File: config.mk
export PLATFORM = sky130hd
export DESIGN_NAME = opr_exec_unit
export DESIGN_NICKNAME = d
export VERILOG_FILES = /design/src/rtl/opr_pkg.sv /design/src/rtl/opr_grp1.sv /design/src/rtl/opr_grp2.sv /design/src/rtl/opr_exec_unit.sv
export SDC_FILE = /design/constraint.sdc
export NUM_CORES = 1
export LEC_CHECK = 0
export CAP_MARGIN = 40
export CORE_MARGIN = 5
export CORE_UTILIZATION = 35
export CTS_BUF_LIST = sky130_fd_sc_hd__clkbuf_16
export DETAILED_ROUTE_END_ITERATION = 10
export PLACE_DENSITY = 0.55
export SLEW_MARGIN = 25
export SYNTH_ARGS = -nofsm -noshare
export SYNTH_HDL_FRONTEND = slang
export SYNTH_SLANG_ARGS = --single-unit
File: constraint.sdc
create_clock -name clk -period 1.25 [get_ports clk]
set_input_delay 0.25 -clock clk [delete_from_list [all_inputs] [get_ports clk]]
set_output_delay 0.25 -clock clk [all_outputs]
set_load 0.03 [all_outputs]
File: src/rtl/opr_pkg.sv
package opr_pkg;

  localparam int unsigned OPR_W  = 12;
  localparam int unsigned HALF_W = OPR_W / 2;
  localparam int unsigned RING_W = OPR_W + 1;

  // Ring layout: bit OPR_W is the link, bits OPR_W-1:0 are AC.
  function automatic logic [RING_W-1:0] ring_rot_right(input logic [RING_W-1:0] r);
    return (r >> 1) | (r << (RING_W - 1));
  endfunction

  function automatic logic [RING_W-1:0] ring_rot_left(input logic [RING_W-1:0] r);
    return (r << 1) | (r >> (RING_W - 1));
  endfunction

  function automatic logic [OPR_W-1:0] half_swap(input logic [OPR_W-1:0] a);
    return {a[HALF_W-1:0], a[OPR_W-1:HALF_W]};
  endfunction

  // sel = {negative test, zero test, link test}; returns the OR of the
  // selected raw conditions.
  function automatic logic cond_any(input logic [2:0] sel,
                                    input logic [OPR_W-1:0] a,
                                    input logic l);
    return (sel[2] & a[OPR_W-1]) | (sel[1] & (a == '0)) | (sel[0] & l);
  endfunction

endpackage

File: src/rtl/opr_grp1.sv
module opr_grp1
  import opr_pkg::*;
(
  input  logic [7:0]       op_i,
  input  logic [OPR_W-1:0] acc_i,
  input  logic             link_i,
  output logic [OPR_W-1:0] acc_o,
  output logic             link_o,
  output logic             inc_carry_o
);

  localparam int unsigned B_CLA = 7;
  localparam int unsigned B_CLL = 6;
  localparam int unsigned B_CMA = 5;
  localparam int unsigned B_CML = 4;
  localparam int unsigned B_RAR = 3;
  localparam int unsigned B_RAL = 2;
  localparam int unsigned B_TWO = 1;
  localparam int unsigned B_IAC = 0;

  logic [OPR_W-1:0]  a_clr, a_cmp, a_inc;
  logic              l_clr, l_cmp, l_inc, carry;
  logic [RING_W-1:0] ring_in, ring_once, ring_out;

  // step 1 and 2: clear, then complement
  always_comb begin
    a_clr = op_i[B_CLA] ? '0 : acc_i;
    l_clr = op_i[B_CLL] ? 1'b0 : link_i;
    a_cmp = op_i[B_CMA] ? ~a_clr : a_clr;
    l_cmp = op_i[B_CML] ? ~l_clr : l_clr;
  end

  // step 3: increment, carry toggles the link
  always_comb begin
    {carry, a_inc} = {1'b0, a_cmp} + {{OPR_W{1'b0}}, op_i[B_IAC]};
    l_inc          = l_cmp ^ carry;
  end

  assign ring_in = {l_inc, a_inc};

  // step 4: rotate one or two places, or swap halves
  always_comb begin
    ring_once = ring_in;
    ring_out  = ring_in;
    unique case ({op_i[B_RAR], op_i[B_RAL]})
      2'b10: begin
        ring_once = ring_rot_right(ring_in);
        ring_out  = op_i[B_TWO] ? ring_rot_right(ring_once) : ring_once;
      end
      2'b01: begin
        ring_once = ring_rot_left(ring_in);
        ring_out  = op_i[B_TWO] ? ring_rot_left(ring_once) : ring_once;
      end
      2'b00: begin
        if (op_i[B_TWO]) ring_out = {l_inc, half_swap(a_inc)};
      end
      default: ring_out = ring_in;
    endcase
  end

  assign acc_o       = ring_out[OPR_W-1:0];
  assign link_o      = ring_out[OPR_W];
  assign inc_carry_o = carry;

endmodule

File: src/rtl/opr_grp2.sv
module opr_grp2
  import opr_pkg::*;
(
  input  logic [7:1]       op_i,
  input  logic [OPR_W-1:0] acc_i,
  input  logic             link_i,
  input  logic [OPR_W-1:0] sw_i,
  output logic [OPR_W-1:0] acc_o,
  output logic             skip_o,
  output logic             halt_o,
  output logic             any_hit_o
);

  localparam int unsigned B_CLA = 7;
  localparam int unsigned B_SENSE = 3;
  localparam int unsigned B_OSR = 2;
  localparam int unsigned B_HLT = 1;

  logic [2:0]       sel;
  logic             hit;
  logic [OPR_W-1:0] a_clr;

  assign sel = op_i[6:4];

  // tests see AC as presented
  assign hit    = cond_any(sel, acc_i, link_i);
  assign skip_o = op_i[B_SENSE] ? ~hit : hit;

  // clear, then merge switches
  assign a_clr  = op_i[B_CLA] ? '0 : acc_i;
  assign acc_o  = op_i[B_OSR] ? (a_clr | sw_i) : a_clr;

  assign halt_o    = op_i[B_HLT];
  assign any_hit_o = hit;

endmodule

File: src/rtl/opr_exec_unit.sv
module opr_exec_unit
  import opr_pkg::*;
(
  input  logic             clk,
  input  logic             rst_n,
  input  logic             exec_i,
  input  logic [OPR_W-1:0] instr_i,
  input  logic [OPR_W-1:0] acc_i,
  input  logic             link_i,
  input  logic [OPR_W-1:0] sw_i,
  output logic [OPR_W-1:0] acc_o,
  output logic             link_o,
  output logic             skip_o,
  output logic             halt_o,
  output logic             unsup_o,
  output logic             valid_o
);

  localparam logic [2:0] OPR_CLASS = 3'b111;
  localparam int unsigned B_GRP = 8;

  // decode events, named for the checker
  logic is_opr, g1_sel, g2_sel, bad_sel;

  assign is_opr  = (instr_i[OPR_W-1:OPR_W-3] == OPR_CLASS);
  assign g1_sel  = is_opr & ~instr_i[B_GRP];
  assign g2_sel  = is_opr &  instr_i[B_GRP] & ~instr_i[0];
  assign bad_sel = ~(g1_sel | g2_sel);

  logic [OPR_W-1:0] g1_acc, g2_acc;
  logic             g1_link, g1_carry;
  logic             g2_skip, g2_halt, g2_hit;

  opr_grp1 u_grp1 (
    .op_i        (instr_i[7:0]),
    .acc_i       (acc_i),
    .link_i      (link_i),
    .acc_o       (g1_acc),
    .link_o      (g1_link),
    .inc_carry_o (g1_carry)
  );

  opr_grp2 u_grp2 (
    .op_i      (instr_i[7:1]),
    .acc_i     (acc_i),
    .link_i    (link_i),
    .sw_i      (sw_i),
    .acc_o     (g2_acc),
    .skip_o    (g2_skip),
    .halt_o    (g2_halt),
    .any_hit_o (g2_hit)
  );

  logic [OPR_W-1:0] nxt_acc;
  logic             nxt_link, nxt_skip, nxt_halt;

  always_comb begin
    nxt_acc  = acc_i;
    nxt_link = link_i;
    nxt_skip = 1'b0;
    nxt_halt = 1'b0;
    if (g1_sel) begin
      nxt_acc  = g1_acc;
      nxt_link = g1_link;
    end else if (g2_sel) begin
      nxt_acc  = g2_acc;
      nxt_skip = g2_skip;
      nxt_halt = g2_halt;
    end
  end

  always_ff @(posedge clk or negedge rst_n) begin
    if (!rst_n) begin
      acc_o   <= '0;
      link_o  <= 1'b0;
      skip_o  <= 1'b0;
      halt_o  <= 1'b0;
      unsup_o <= 1'b0;
      valid_o <= 1'b0;
    end else begin
      valid_o <= exec_i;
      if (exec_i) begin
        acc_o   <= nxt_acc;
        link_o  <= nxt_link;
        skip_o  <= nxt_skip;
        halt_o  <= nxt_halt;
        unsup_o <= bad_sel;
      end
    end
  end

endmodule

==> flow_summary.ini <==
[grt]
grt_max_degree = 18
antenna_found_initial = 0
grt_usage = 0.245
grt-ovfl-total = 0
grt_pass1_wl_um = 17100
grt_pass1_vias = 3187

[sta]
tightest_slew_ns = 0.441
slew_violations = 0
rsz0062_at_grt = true
hold_violations = 0
post-route-min-period_ns = 2.35
fmax_mhz = 426
finalSetupViolations = 13
fin_worst_skew_ns = 0
worst_slew_margin_rel = 0.704
hold_slack_ns = 0.332
finalCritPeriodShare = 1.88
fin_ws_ns = -1.10

[power_and_ir_drop]
p_sw_mw = 1.20
intPower_mw = 1.98
power_density_mw_per_mm2 = 690
pwr-share-comb = 0.592
peakVddDrop_uv = 472
clkPwrFrac = 0.208
p_sw_frac = 0.378
seqPwrFrac = 0.201
p_leak_nw = 1.94

[drt]
drc = 0
wl_met1_um = 4710
vias_per_cell = 5.64
drt-total-wl_um = 10900
drt-initial-drc-count = 293
vias = 3347
wl_met3_um = 730
wl_per_cell_um = 18.5
route.met2.wl_um = 5160
antenna_left = 0
dr.pass1.iters = 6
highest_layer = met4

[worst_setup_path]
worstPathCellList = buf_8 > inv_6 > nand2_4 > xnor2_4 > ha_4 > ha_4 > buf_4 > a22oi_2 > buf_6 > buf_4 > nor2_4 > xnor2_4 > and2_4 > or2_4 > a211o_1
critPathMaxFanout = 4
critPathSlowestCell = a211o_1
critPathLaunchType = input pin
worst_ep_arrival_time_ns = 2.49
ff2ff_setup_slack_ns = -0.07
cp.required_ns = 1.39
worst-path-buf-inv = 5
crit_family = buffers and inverters
critPathCaptureType = register
worstSetupPathType = input pin to register
cp_slowest_stage_delay_ns = 0.28

[clocking]
clock_latency_ns = 0.25
h-tree-depth = 1
cts.sinks = 17
hold_buffers = 0
root_buffer = clkbuf_16
cts.clk_slew.worst_paths_ns = 0.06
numCtsBuffers = 3
max-clock-path-buffers = 2
cts_tree = yes

[layout]
area_delta_synth_final_pct = 85.0
final-seq-area_um2 = 425
final_layout_size_suffix_gt1_frac = 0.491
multi_input_area_mm2 = 0.00237
mostFrequentLayoutCells = buf_4 (134), nor2_1 (29), nand2_1 (23), clkdlybuf4s50_1 (23), dfrtp_1 (17)
layout.cells.most_common = buf_4
num-nets-final = 540
n_fill_cell = 598
antenna-diode-count = 0
final_cells = 593

[outcome]
outcome = finished with violations
violations = setup timing

[floorplan]
core-area_mm2 = 0.00687
design.die.area_mm2 = 0.00890
boundaryPins = 57
num_rows = 30
die_x_um = 94.3
die_height_um = 94.3
start_util = 0.362

[yosys]
ys.flop_type = dfrtp_1
yosys_warnings = 0
synth_area_mm2 = 0.00249
yosysTopAreaCell = dfrtp_1
syn_nets = 376
yosys_register_bits = 17
synthArstFlopShare = 1.00
synth.top_cells.by_area = dfrtp_1 (17%), xnor2_1 (6.3%), nor2_1 (4.8%), nand2_1 (4.4%), a21oi_1 (4.2%)
synth_area_per_cell_um2 = 7.45
ys_types = 73
ys_seq_area_frac = 0.171
syn_inst = 334
synth_top_area_frac = 0.171
synth_edf_count = 0

[place]
placed_cells = 569
gp_congestion = 0.941
portBuffers = 56
hpwlAfterDp_um = 8370

[flow_run]
maxCapViolCount = 0

[worst_hold_path]
hold_path_class = input pin to async pin
-- area by class of cell --
type / count / share of cell area
well taps: 96 / 0.0261
multi-input cells: 278 / 0.514
repair buffers: 188 / 0.340
clock buffers: 3 / 0.0163
clock inverters: 1 / 0.00109
flip-flops and latches: 17 / 0.0924
inverters: 10 / 0.0101
-- logic make-up (layout without fill, tap and decap cells) --
| logic type | count (synthesis) | after routing | share of synthesized area |
|---|---|---|---|
| AO/OA/AOI/OAI | 122 | 122 | 0.365 |
| AND/OR/NAND/NOR | 122 | 122 | 0.259 |
| buffers and inverters | 39 | 202 | 0.0664 |
| XOR/XNOR | 21 | 21 | 0.0769 |
| flip-flops | 17 | 17 | 0.171 |
| multiplexers | 11 | 11 | 0.0513 |
| adder cells (fa/ha/maj) | 2 | 2 | 0.0101 |
-- path summary, 6_finish.rpt --
path                       cells after the start   endpoint  startpoint
hold / removal                                 2   acc_o[5]       rst_n
max in group asynchronous                      2   acc_o[9]       rst_n
min in group clk                               2  acc_o[11]   acc_o[11]
hold reg to reg                                2  acc_o[11]   acc_o[11]
setup / recovery                              15   acc_o[6]  instr_i[7]
setup reg to reg                               4   acc_o[5]    acc_o[5]
-- per-stage QoR --
stage / utilization / setup WS (ns) / cell area, µm² / power [mW] / TNS (ns)
finish: 0.670 / -1.10 / 4600 / 3.18 / -12.81
global route: 0.670 / -1.16 / 4600 / 3.36 / -13.75
detailed placement: 0.570 / -1.85 / 3910 / 2.22 / -22.43
CTS: 0.635 / -0.954 / 4360 / 3.04 / -11.73
global placement: 0.570 / -1.74 / 3910 / 2.21 / -22.18
floorplan: - / -1.36 / 2570 / 1.44 / -15.26
-- repair_timing --
item,4_1_cts,5_1_grt
buffers inserted,20,8
pin swaps,35,30
gates resized for setup,102,57
setup endpoints to repair,15,15
-- sequential cells by signal, summed over array words and instances, names as in the netlist --
signal	flops
acc_o	12
halt_o	1
link_o	1
skip_o	1
unsup_o	1
valid_o	1
-- synth_stat cells (all sizes together), types with 3 or more instances --
cell     instances
buf              8
a21oi           21
o21ai           25
clkbuf          21
o31ai            3
nand2b           7
nand2           30
and3             5
a2111oi          3
dfrtp           17
nor4b            3
a21boi           6
nor3             7
o22ai            7
xnor2           18
and2             7
xor2             3
mux2             4
a211o            3
a31oi            8
a211oi           4
nor2b            6
mux2i            6
nor4             3
a32o             3
inv             10
a221oi           5
nor2            32
nand3            8
nand4            5
or2              3
a221o            5
a22oi            8
-- power by group through the flow --
stage / logic (mW) / registers [mW] / clock network, mW
global placement: 1.57 / 0.646 / 0
detailed placement: 1.57 / 0.648 / 0
CTS: 1.73 / 0.638 / 0.678
finish: 1.88 / 0.638 / 0.659
global route: 2.00 / 0.644 / 0.711
floorplan: 0.689 / 0.753 / 0
-- worst register-to-register path, cell delays in order, from the launching register on --
cell     delay, ns
dfrtp_1       0.40
nor2_1        0.08
nor3_1        0.32
o21ai_0       0.17
o31ai_1       0.26
-- per-layer routing --
| metal | up-vias | GRT usage |
|---|---|---|
| met5 | - | 0 |
| met4 | 0 | 0.0710 |
| met3 | 26 | 0.0296 |
| met2 | 146 | 0.404 |
| met1 | 1585 | 0.336 |
| li1 | 1590 | - |
No activity file was read; power rests on OpenSTA's default activity.
